`config.mk`:
```
export PLATFORM = sky130hd
export DESIGN_NAME = dsi_clk_calc
export DESIGN_NICKNAME = d
export VERILOG_FILES = /design/src/rtl/dsi_calc_pkg.sv /design/src/rtl/dsi_line_bytes.sv /design/src/rtl/dsi_seq_div.sv /design/src/rtl/dsi_clk_calc.sv
export SDC_FILE = /design/constraint.sdc
export NUM_CORES = 2
export LEC_CHECK = 0
export ABC_AREA = 1
export CAP_MARGIN = 5
export CORE_MARGIN = 1.5
export CORE_UTILIZATION = 60
export DETAILED_ROUTE_END_ITERATION = 6
export GPL_TIMING_DRIVEN = 0
export PLACE_DENSITY = 0.79
export SYNTH_ARGS = -nofsm -noshare
export SYNTH_HDL_FRONTEND = slang
export SYNTH_SLANG_ARGS = --single-unit
```
`constraint.sdc`:
```
create_clock -name clk_i -period 13.8 [get_ports clk_i]
set_input_delay 2.76 -clock clk_i [delete_from_list [all_inputs] [get_ports clk_i]]
set_output_delay 2.76 -clock clk_i [all_outputs]
set_load 0.01 [all_outputs]
```
`src/rtl/dsi_calc_pkg.sv`:
```
package dsi_calc_pkg;

  localparam logic [2:0] FMT_RGB888       = 3'd0;
  localparam logic [2:0] FMT_RGB666_LOOSE = 3'd1;
  localparam logic [2:0] FMT_RGB666       = 3'd2;
  localparam logic [2:0] FMT_RGB565       = 3'd3;

  localparam logic [1:0] MODE_NB_PULSE = 2'd0;
  localparam logic [1:0] MODE_NB_EVENT = 2'd1;
  localparam logic [1:0] MODE_BURST    = 2'd2;

  // sync start + sync end (4 each) + four packets of 6 bytes extra each
  localparam int unsigned LINE_OVERHEAD = 32;
  localparam int unsigned EOT_BYTES     = 4;
  localparam int unsigned KHZ_DIV       = 1000;

  typedef enum logic [2:0] {
    ST_IDLE,
    ST_LINE,
    ST_FRAME,
    ST_RATE,
    ST_LANE_GO,
    ST_LANE_DIV,
    ST_KHZ_DIV
  } calc_state_e;

  function automatic logic [4:0] bpp_of(input logic [2:0] fmt);
    case (fmt)
      FMT_RGB666: bpp_of = 5'd18;
      FMT_RGB565: bpp_of = 5'd16;
      default:    bpp_of = 5'd24;
    endcase
  endfunction

endpackage

```
`src/rtl/dsi_line_bytes.sv`:
```
module dsi_line_bytes #(
  parameter int unsigned H_W    = 16,
  parameter int unsigned LINE_W = H_W + 5
) (
  input  logic [3:0][H_W-1:0] px_i,
  input  logic [2:0]          fmt_i,
  input  logic                add_eot_i,
  output logic [LINE_W-1:0]   line_o
);
  import dsi_calc_pkg::*;

  localparam int unsigned PROD_W = H_W + 5;

  logic [4:0]        bpp;
  logic [PROD_W-1:0] reg_bytes [4];

  assign bpp = bpp_of(fmt_i);

  for (genvar g = 0; g < 4; g++) begin : g_region
    logic [PROD_W-1:0] bits;
    assign bits         = PROD_W'(px_i[g]) * PROD_W'(bpp);
    assign reg_bytes[g] = (bits + PROD_W'(7)) >> 3;
  end

  always_comb begin
    line_o = LINE_W'(LINE_OVERHEAD);
    for (int i = 0; i < 4; i++) line_o = line_o + LINE_W'(reg_bytes[i]);
    if (add_eot_i) line_o = line_o + LINE_W'(EOT_BYTES);
  end

endmodule

```
`src/rtl/dsi_seq_div.sv`:
```
module dsi_seq_div #(
  parameter int unsigned W = 48
) (
  input  logic         clk_i,
  input  logic         rst_ni,
  input  logic         start_i,
  input  logic [W-1:0] dividend_i,
  input  logic [W-1:0] divisor_i,
  output logic         done_o,
  output logic [W-1:0] quot_o
);
  localparam int unsigned CNT_W = $clog2(W + 1);

  logic [W-1:0]     rem_q, quo_q, den_q;
  logic [CNT_W-1:0] cnt_q;
  logic             run_q;
  logic [W:0]       trial;
  logic             fits;
  logic [W-1:0]     rem_d, quo_d;

  // restoring step: shift in next dividend bit, subtract if it fits
  always_comb begin
    trial = {rem_q, quo_q[W-1]};
    fits  = trial >= {1'b0, den_q};
    rem_d = fits ? (trial[W-1:0] - den_q) : trial[W-1:0];
    quo_d = {quo_q[W-2:0], fits};
  end

  always_ff @(posedge clk_i or negedge rst_ni) begin
    if (!rst_ni) begin
      rem_q  <= '0;
      quo_q  <= '0;
      den_q  <= '0;
      cnt_q  <= '0;
      run_q  <= 1'b0;
      done_o <= 1'b0;
    end else begin
      done_o <= 1'b0;
      if (start_i && !run_q) begin
        rem_q <= '0;
        quo_q <= dividend_i;
        den_q <= divisor_i;
        cnt_q <= CNT_W'(W);
        run_q <= 1'b1;
      end else if (run_q) begin
        rem_q <= rem_d;
        quo_q <= quo_d;
        cnt_q <= cnt_q - CNT_W'(1);
        if (cnt_q == CNT_W'(1)) begin
          run_q  <= 1'b0;
          done_o <= 1'b1;
        end
      end
    end
  end

  assign quot_o = quo_q;

endmodule

```
`src/rtl/dsi_clk_calc.sv`:
```
module dsi_clk_calc #(
  parameter int unsigned H_W = 16,
  parameter int unsigned V_W = 16,
  parameter int unsigned R_W = 8,
  parameter int unsigned L_W = 3,
  parameter int unsigned W   = 48
) (
  input  logic           clk_i,
  input  logic           rst_ni,
  input  logic           start_i,
  input  logic [H_W-1:0] h_active_i,
  input  logic [H_W-1:0] h_front_i,
  input  logic [H_W-1:0] h_sync_i,
  input  logic [H_W-1:0] h_back_i,
  input  logic [V_W-1:0] v_active_i,
  input  logic [V_W-1:0] v_front_i,
  input  logic [V_W-1:0] v_sync_i,
  input  logic [V_W-1:0] v_back_i,
  input  logic [R_W-1:0] refresh_i,
  input  logic [2:0]     fmt_i,
  input  logic [1:0]     mode_i,
  input  logic [L_W-1:0] lanes_i,
  input  logic           eot_en_i,
  output logic           busy_o,
  output logic           done_o,
  output logic           err_o,
  output logic [W-1:0]   clk_khz_o
);
  import dsi_calc_pkg::*;

  localparam int unsigned LINE_W = H_W + 5;
  localparam int unsigned VT_W   = V_W + 2;

  calc_state_e        st_q;
  logic [3:0][H_W-1:0] h_q;
  logic [VT_W-1:0]    vtot_q;
  logic [R_W-1:0]     refresh_q;
  logic [2:0]         fmt_q;
  logic [1:0]         mode_q;
  logic [L_W-1:0]     lanes_q;
  logic               eot_q;
  logic [LINE_W-1:0]  line_q, line_w;
  logic [W-1:0]       frame_q, prod_q;
  logic               burst_eot, nb_eot;
  logic               div_start, div_done;
  logic [W-1:0]       div_dvd, div_den, div_quot;

  assign burst_eot = eot_q && (mode_q == MODE_BURST);
  assign nb_eot    = eot_q && ((mode_q == MODE_NB_PULSE) || (mode_q == MODE_NB_EVENT));

  dsi_line_bytes #(.H_W(H_W), .LINE_W(LINE_W)) u_line (
    .px_i      (h_q),
    .fmt_i     (fmt_q),
    .add_eot_i (burst_eot),
    .line_o    (line_w)
  );

  dsi_seq_div #(.W(W)) u_div (
    .clk_i      (clk_i),
    .rst_ni     (rst_ni),
    .start_i    (div_start),
    .dividend_i (div_dvd),
    .divisor_i  (div_den),
    .done_o     (div_done),
    .quot_o     (div_quot)
  );

  // one divider: first per-lane bytes, then bits to kHz
  always_comb begin
    div_start = 1'b0;
    div_dvd   = prod_q;
    div_den   = W'(lanes_q);
    if (st_q == ST_LANE_GO) begin
      div_start = 1'b1;
    end else if (st_q == ST_LANE_DIV && div_done) begin
      div_start = 1'b1;
      div_dvd   = div_quot << 3;
      div_den   = W'(KHZ_DIV);
    end
  end

  always_ff @(posedge clk_i or negedge rst_ni) begin
    if (!rst_ni) begin
      st_q      <= ST_IDLE;
      h_q       <= '0;
      vtot_q    <= '0;
      refresh_q <= '0;
      fmt_q     <= '0;
      mode_q    <= '0;
      lanes_q   <= '0;
      eot_q     <= 1'b0;
      line_q    <= '0;
      frame_q   <= '0;
      prod_q    <= '0;
      done_o    <= 1'b0;
      err_o     <= 1'b0;
      clk_khz_o <= '0;
    end else begin
      done_o <= 1'b0;
      case (st_q)
        ST_IDLE: if (start_i) begin
          h_q       <= {h_back_i, h_sync_i, h_front_i, h_active_i};
          vtot_q    <= VT_W'(v_active_i) + VT_W'(v_front_i)
                     + VT_W'(v_sync_i) + VT_W'(v_back_i);
          refresh_q <= refresh_i;
          fmt_q     <= fmt_i;
          mode_q    <= mode_i;
          lanes_q   <= lanes_i;
          eot_q     <= eot_en_i;
          st_q      <= ST_LINE;
        end
        ST_LINE: begin
          line_q <= line_w;
          st_q   <= ST_FRAME;
        end
        ST_FRAME: begin
          frame_q <= W'(line_q) * W'(vtot_q) + (nb_eot ? W'(EOT_BYTES) : W'(0));
          st_q    <= ST_RATE;
        end
        ST_RATE: begin
          prod_q <= frame_q * W'(refresh_q);
          if (lanes_q == '0) begin
            clk_khz_o <= '0;
            err_o     <= 1'b1;
            done_o    <= 1'b1;
            st_q      <= ST_IDLE;
          end else begin
            st_q <= ST_LANE_GO;
          end
        end
        ST_LANE_GO: st_q <= ST_LANE_DIV;
        ST_LANE_DIV: if (div_done) st_q <= ST_KHZ_DIV;
        ST_KHZ_DIV: if (div_done) begin
          clk_khz_o <= burst_eot ? (div_quot << 1) : div_quot;
          err_o     <= 1'b0;
          done_o    <= 1'b1;
          st_q      <= ST_IDLE;
        end
        default: st_q <= ST_IDLE;
      endcase
    end
  end

  assign busy_o = (st_q != ST_IDLE);

endmodule

```
# Word level (Yosys, flattened, before mapping)
# Cells that the tools add are included.
[word_totals]
reg_bits = 421
latchBits = 0
ramBits = 0
mem_bits_ro = 0
input_bits = 148
elab_cells = 112
mem_count = 0
[op_classes]
add_sub_neg = 15
n_mul = 6
div = 0
magnitude_cmp = 1
n_eq_ne = 15
n_shift = 0
muxes = 37
bitwise = 0
reduce_logical = 15
[ops]
columns = ["cell", "n"]
rows = [
  ["48-bit 2-to-1 mux", 11],
  ["21-bit by 3-bit adder with 21-bit output, second input constant", 5],
  ["48-bit one-hot mux with 2 select lines", 1],
  ["16-bit by 5-bit multiplier with 21-bit output", 4],
  ["21-bit by 18-bit adder with 21-bit output", 3],
  ["49-bit by 48-bit greater-or-equal comparator with 1-bit output", 1],
  ["48-bit by 8-bit multiplier with 48-bit output", 1],
  ["48-bit subtractor", 1],
  ["39-bit by 3-bit adder with 40-bit output", 1],
  ["21-bit by 18-bit multiplier with 39-bit output", 1],
  ["21-bit 2-to-1 mux", 1],
  ["3-bit one-hot mux with 7 select lines", 1],
  ["6-bit by 18-bit adder with 19-bit output, first input constant", 1],
  ["17-bit by 16-bit adder with 18-bit output", 1],
  ["18-bit by 16-bit adder with 18-bit output", 1],
  ["16-bit by 16-bit adder with 17-bit output", 1],
  ["3-bit 2-to-1 mux", 5],
  ["3-bit by 2-bit equality test with 1-bit output, second input constant", 4],
  ["1-bit 2-to-1 mux", 12],
  ["6-bit 2-to-1 mux", 2],
  ["10-bit 2-to-1 mux", 1],
  ["3-bit equality test, second input constant", 3],
  ["4-bit one-hot mux with 2 select lines", 1],
  ["6-bit by 1-bit equality test with 1-bit output, second input constant", 1],
  ["16 further kinds", 25],
]

# Depth between registers and ports, before layout
[logic_depth]
word_depth = 10
mapped_depth = 40

# By module
# A second synthesis with hierarchy kept.
[hier_totals]
hier_cells = 8074
hier_area_um2 = 57133.5
[by_module_without_submodules]
columns = ["mod", "n_inst", "cells_each", "area_per_inst_um2"]
rows = [
  ["dsi_clk_calc", 1, 5001, 36596.3],
  ["dsi_seq_div", 1, 1724, 10968.0],
  ["dsi_line_bytes", 1, 1349, 9569.2],
]

# Worst setup path after synthesis
# Ideal clock, no wire load.
[synth_timing]
path_type = "register to register"
start = "register fmt_q[2]"
end = "register line_q[18]"
arrival_ns = 6.338
setup_slack_ns = 7.345
stages_incl_launch_ff = 36
synth_period_minus_slack_ns = 6.455
path_cell_list = "dfrtp_1 -> nor2_1 -> clkbuf_1 -> nor2_1 -> ha_1 -> inv_1 -> fa_1 -> inv_1 -> ha_1 -> ha_1 -> a21oi_1 -> o21ai_2 -> a21oi_1 -> o21ai_2 -> a21boi_0 -> o21ai_0 -> nand2_1 -> nand2_1 -> nand2_1 -> nand2_1 -> fa_1 -> fa_1 -> inv_1 -> ha_1 -> a21oi_1 -> o21ai_0 -> a21oi_1 -> nand2_1 -> nand2_1 -> nand2_1 -> nor2_2 -> nand2_1 -> nor2_1 -> nand2_1 -> nand3_1 -> nand2_1"
[synth_between]
elab_chain_cells = 10
word_cells_on_any_way = 17
[synth_rtl]
columns = ["element", "line", "source"]
rows = [
  ["from (decl)", "dsi_clk_calc.sv:38", "logic [2:0] fmt_q;"],
  ["from (signal assigned)", "dsi_clk_calc.sv:106", "fmt_q <= fmt_i;"],
  ["3-bit by 2-bit equality test with 1-bit output", "dsi_calc_pkg.sv:28", "case (fmt)"],
  ["4-bit one-hot mux with 2 select lines (*)", "dsi_calc_pkg.sv:28", ""],
  ["16-bit by 5-bit multiplier with 21-bit output", "dsi_line_bytes.sv:21", "assign bits = PROD_W'(px_i[g]) * PROD_W'(bpp);"],
  ["21-bit by 3-bit adder with 21-bit output", "dsi_line_bytes.sv:22", "assign reg_bytes[g] = (bits + PROD_W'(7)) >> 3;"],
  ["6-bit by 18-bit adder with 19-bit output", "dsi_line_bytes.sv:27", "for (int i = 0; i < 4; i++) line_o = line_o + LINE_W'(reg_bytes[i]);"],
  ["21-bit by 18-bit adder with 21-bit output (2 in a row)", "dsi_line_bytes.sv:27", ""],
  ["21-bit by 18-bit adder with 21-bit output (*)", "dsi_line_bytes.sv:27", ""],
  ["21-bit by 3-bit adder with 21-bit output", "dsi_line_bytes.sv:28", "if (add_eot_i) line_o = line_o + LINE_W'(EOT_BYTES);"],
  ["21-bit 2-to-1 mux (*)", "dsi_line_bytes.sv:28", ""],
  ["to (signal assigned)", "dsi_clk_calc.sv:113", "line_q <= line_w;"],
  ["to (decl)", "dsi_clk_calc.sv:42", "logic [LINE_W-1:0] line_q, line_w;"],
]
# Mark *: on every way between the ends. The rest lies on a longest branch, timed or not.
# A chain may end at the register's enable or synchronous reset.

# Final worst setup path
# Ends and elaborated chain as after synthesis.

==> reports/summary.txt <==
main flop type after synthesis: dfrtp_1
Setup CP Type: flip-flop to flip-flop
fmax: 119.9 MHz
die width: 296.1 um
slowest stage delay, CP: 0.95 ns
drt drc: 1
# H-tree levels: 2
Final min period: 8.340 ns
nets: 8387
WP data required: 14.30 ns
Cells on Worst Hold Path: 2
Vert. Die Dim: 296.1 um
Crit path top cell by count: nand2_1
fin cells: 8313
ANT nets after route: 0
Slew Limit Fails: 0
Post-CTS Hold Fix Bufs: 0
Cell Area, Synth: 0.05155 mm^2
largest net degree at the start of global routing: 114
TritonCTS clock tree: done
Clock Sinks: 369
syn_nets: 8139
crit path capture type: flip-flop
clock latency on the worst-skew pair: 0.62 ns
placed cell count: 8233
RR Endpoint: line_q[18]
First DRT Iteration DRCs: 3690
synth cell count leaders: nand2_1 (1814), inv_1 (1427), fa_1 (658)
Min-Delay Endpoint: prod_q[34]
Avg Inst Size Synth: 7.485 um^2
HPWL Detailed: 126900 um
Clock Path Buffers: 3
Netlist cell types: 54
Mapped Cells: 6887
GR Overflow Total: 0
antenna violations before repair: 1
slew margin rel.: 0.1454
total track usage: 0.3579
Critical Path Fanout Max: 10
Initial Util: 0.6054
Final setup viols: 0
most common cell in the netlist: nand2_1
r2r worst-path depth: 38
setup_tns: 0 ns
number of I/O pins: 199
synthesis-to-layout area growth: 9.665%
Max Cap Violations: 0
Reg area: 0.009234 mm^2
layout cells sized above 1: 0.02664
FP Rows: 107
worst hold path class: flip-flop to flip-flop
crit share post-route: 0.6044
core box area: 0.08515 mm^2
Worst R2R Setup Slack: 5.46 ns
Tightest Pin Transition: 1.282 ns
vias: 46010
vias per cell: 5.535
Worst Skew: 0.04351 ns
Synth area leaders: fa_1 (26%), dfrtp_1 (18%), nand2_1 (13%), ha_1 (11%), inv_1 (10%)
post_cts resized: 0
Hold Crit Start: prod_q[34]
crit path from: fmt_q[2]
ys async rst share: 1.000
Initial DRT Pass Iterations: 7
WL per Instance: 18.29 um
detailed-route wire length: 152100 um
CP max stage cell: nor2_1
clock root cell: clkbuf_16
first-pass GRT wire length: 244900 um
worst r2r src: fmt_q[2]
# fillers: 7431
RSZ-0062 raised after global routing: false
DIE AREA: 0.08768 mm^2
Yosys top cell by area: fa_1
vias in the first global route: 47130
Hold Slack: 0.4828 ns
startpoint types: flip-flop
Yosys reg bits: 369
Clock Pin Slew Worst Setup and Hold Paths: 0.06 ns
Seq/Total Area, Yosys: 0.1791
failing checks: design-rule violations
outcome: complete, but fails checks
Yosys top cell area share: 0.2555
CTS Buf Count: 44
post-CTS setup buffers: 0
final hold violations: 0
port bufs: 198
multi-input logic area: 0.03580 mm^2
YS warnings: 0
Worst Path Arrival: 8.84 ns
Post-synth EDFFs: 0
antenna cells: 0
routability cong.: 0.9988
## through the flow
stage / area [um^2] / util / setup WS [ns]
floorplan: 51550 / - / 7.345
detailed placement: 55060 / 0.6466 / 5.596
global route: 56530 / 0.6639 / 4.927
CTS: 56530 / 0.6639 / 5.572
finish: 56530 / 0.6639 / 5.460
global placement: 54960 / 0.6455 / -5.938
## registers in the layout, indices dropped and copies added, names as in the netlist, 4 cells and up
| signal | count |
|---|---|
| clk_khz_o | 48 |
| u_div.rem_q | 48 |
| u_div.cnt_q | 6 |
| line_q | 21 |
| u_div.den_q | 4 |
| u_div.quot_o | 48 |
| h_q | 64 |
| frame_q | 40 |
| refresh_q | 8 |
| prod_q | 48 |
| vtot_q | 18 |
## worst max-delay path by stage
stage / to / cells after the start
after detailed placement: line_q[18] / 38
after CTS: line_q[18] / 38
final: line_q[18] / 38
after global routing: line_q[18] / 38
after floorplan: line_q[18] / 35
after global placement: frame_q[33] / 1
## cell families after synthesis
kind of cell | Yosys count | synth area share
compound gates | 827 | 0.09187
xor+xnor | 140 | 0.02379
fa+ha+maj | 1104 | 0.3638
buf+inv | 1717 | 0.1264
flops | 369 | 0.1791
simple gates | 2730 | 0.2150
## layout by cell type, fill, tap and decap left out, drive strengths merged, types with 85 or more instances in the layout
cell,n
o21ai,337
nand2,1828
fa,658
dfrtp,369
xor2,85
nand3,236
inv,1441
clkdlybuf4s50,197
clkbuf,277
a21oi,270
nor2,484
ha,446
## per-layer routing
metal / global-route usage / wire length, um / up-vias
met4: 0.1782 / 8719 / 2
met5: 0 / 17 / -
met2: 0.5961 / 70140 / 1882
met1: 0.4494 / 60920 / 22070
li1: - / - / 21630
met3: 0.06280 / 12260 / 429
## critical path: cells and delay by family (launching register included)
kind	cells	cell delay (ns)
AOI/OAI and AO/OA	1	0.30
xor gates and xnor gates	1	0.38
adders and majority gates	7	2.91
buffers and inverters	6	1.02
DFF	1	0.40
and+or+nand+nor	23	3.22
## final cells by class
| cell class | instances | share of cell area |
|---|---|---|
| multi-input combinational | 4801 | 0.6332 |
| sequential | 369 | 0.1633 |
| inverter | 1438 | 0.09548 |
| timing repair buffer | 202 | 0.03674 |
| tap | 1144 | 0.02532 |
| clock buffer | 65 | 0.02284 |
| buffer | 279 | 0.01981 |
| clock inverter | 15 | 0.003231 |
Power is not shown: default switching activity piles up to over one toggle a cycle in this logic, so the estimate is an artifact.
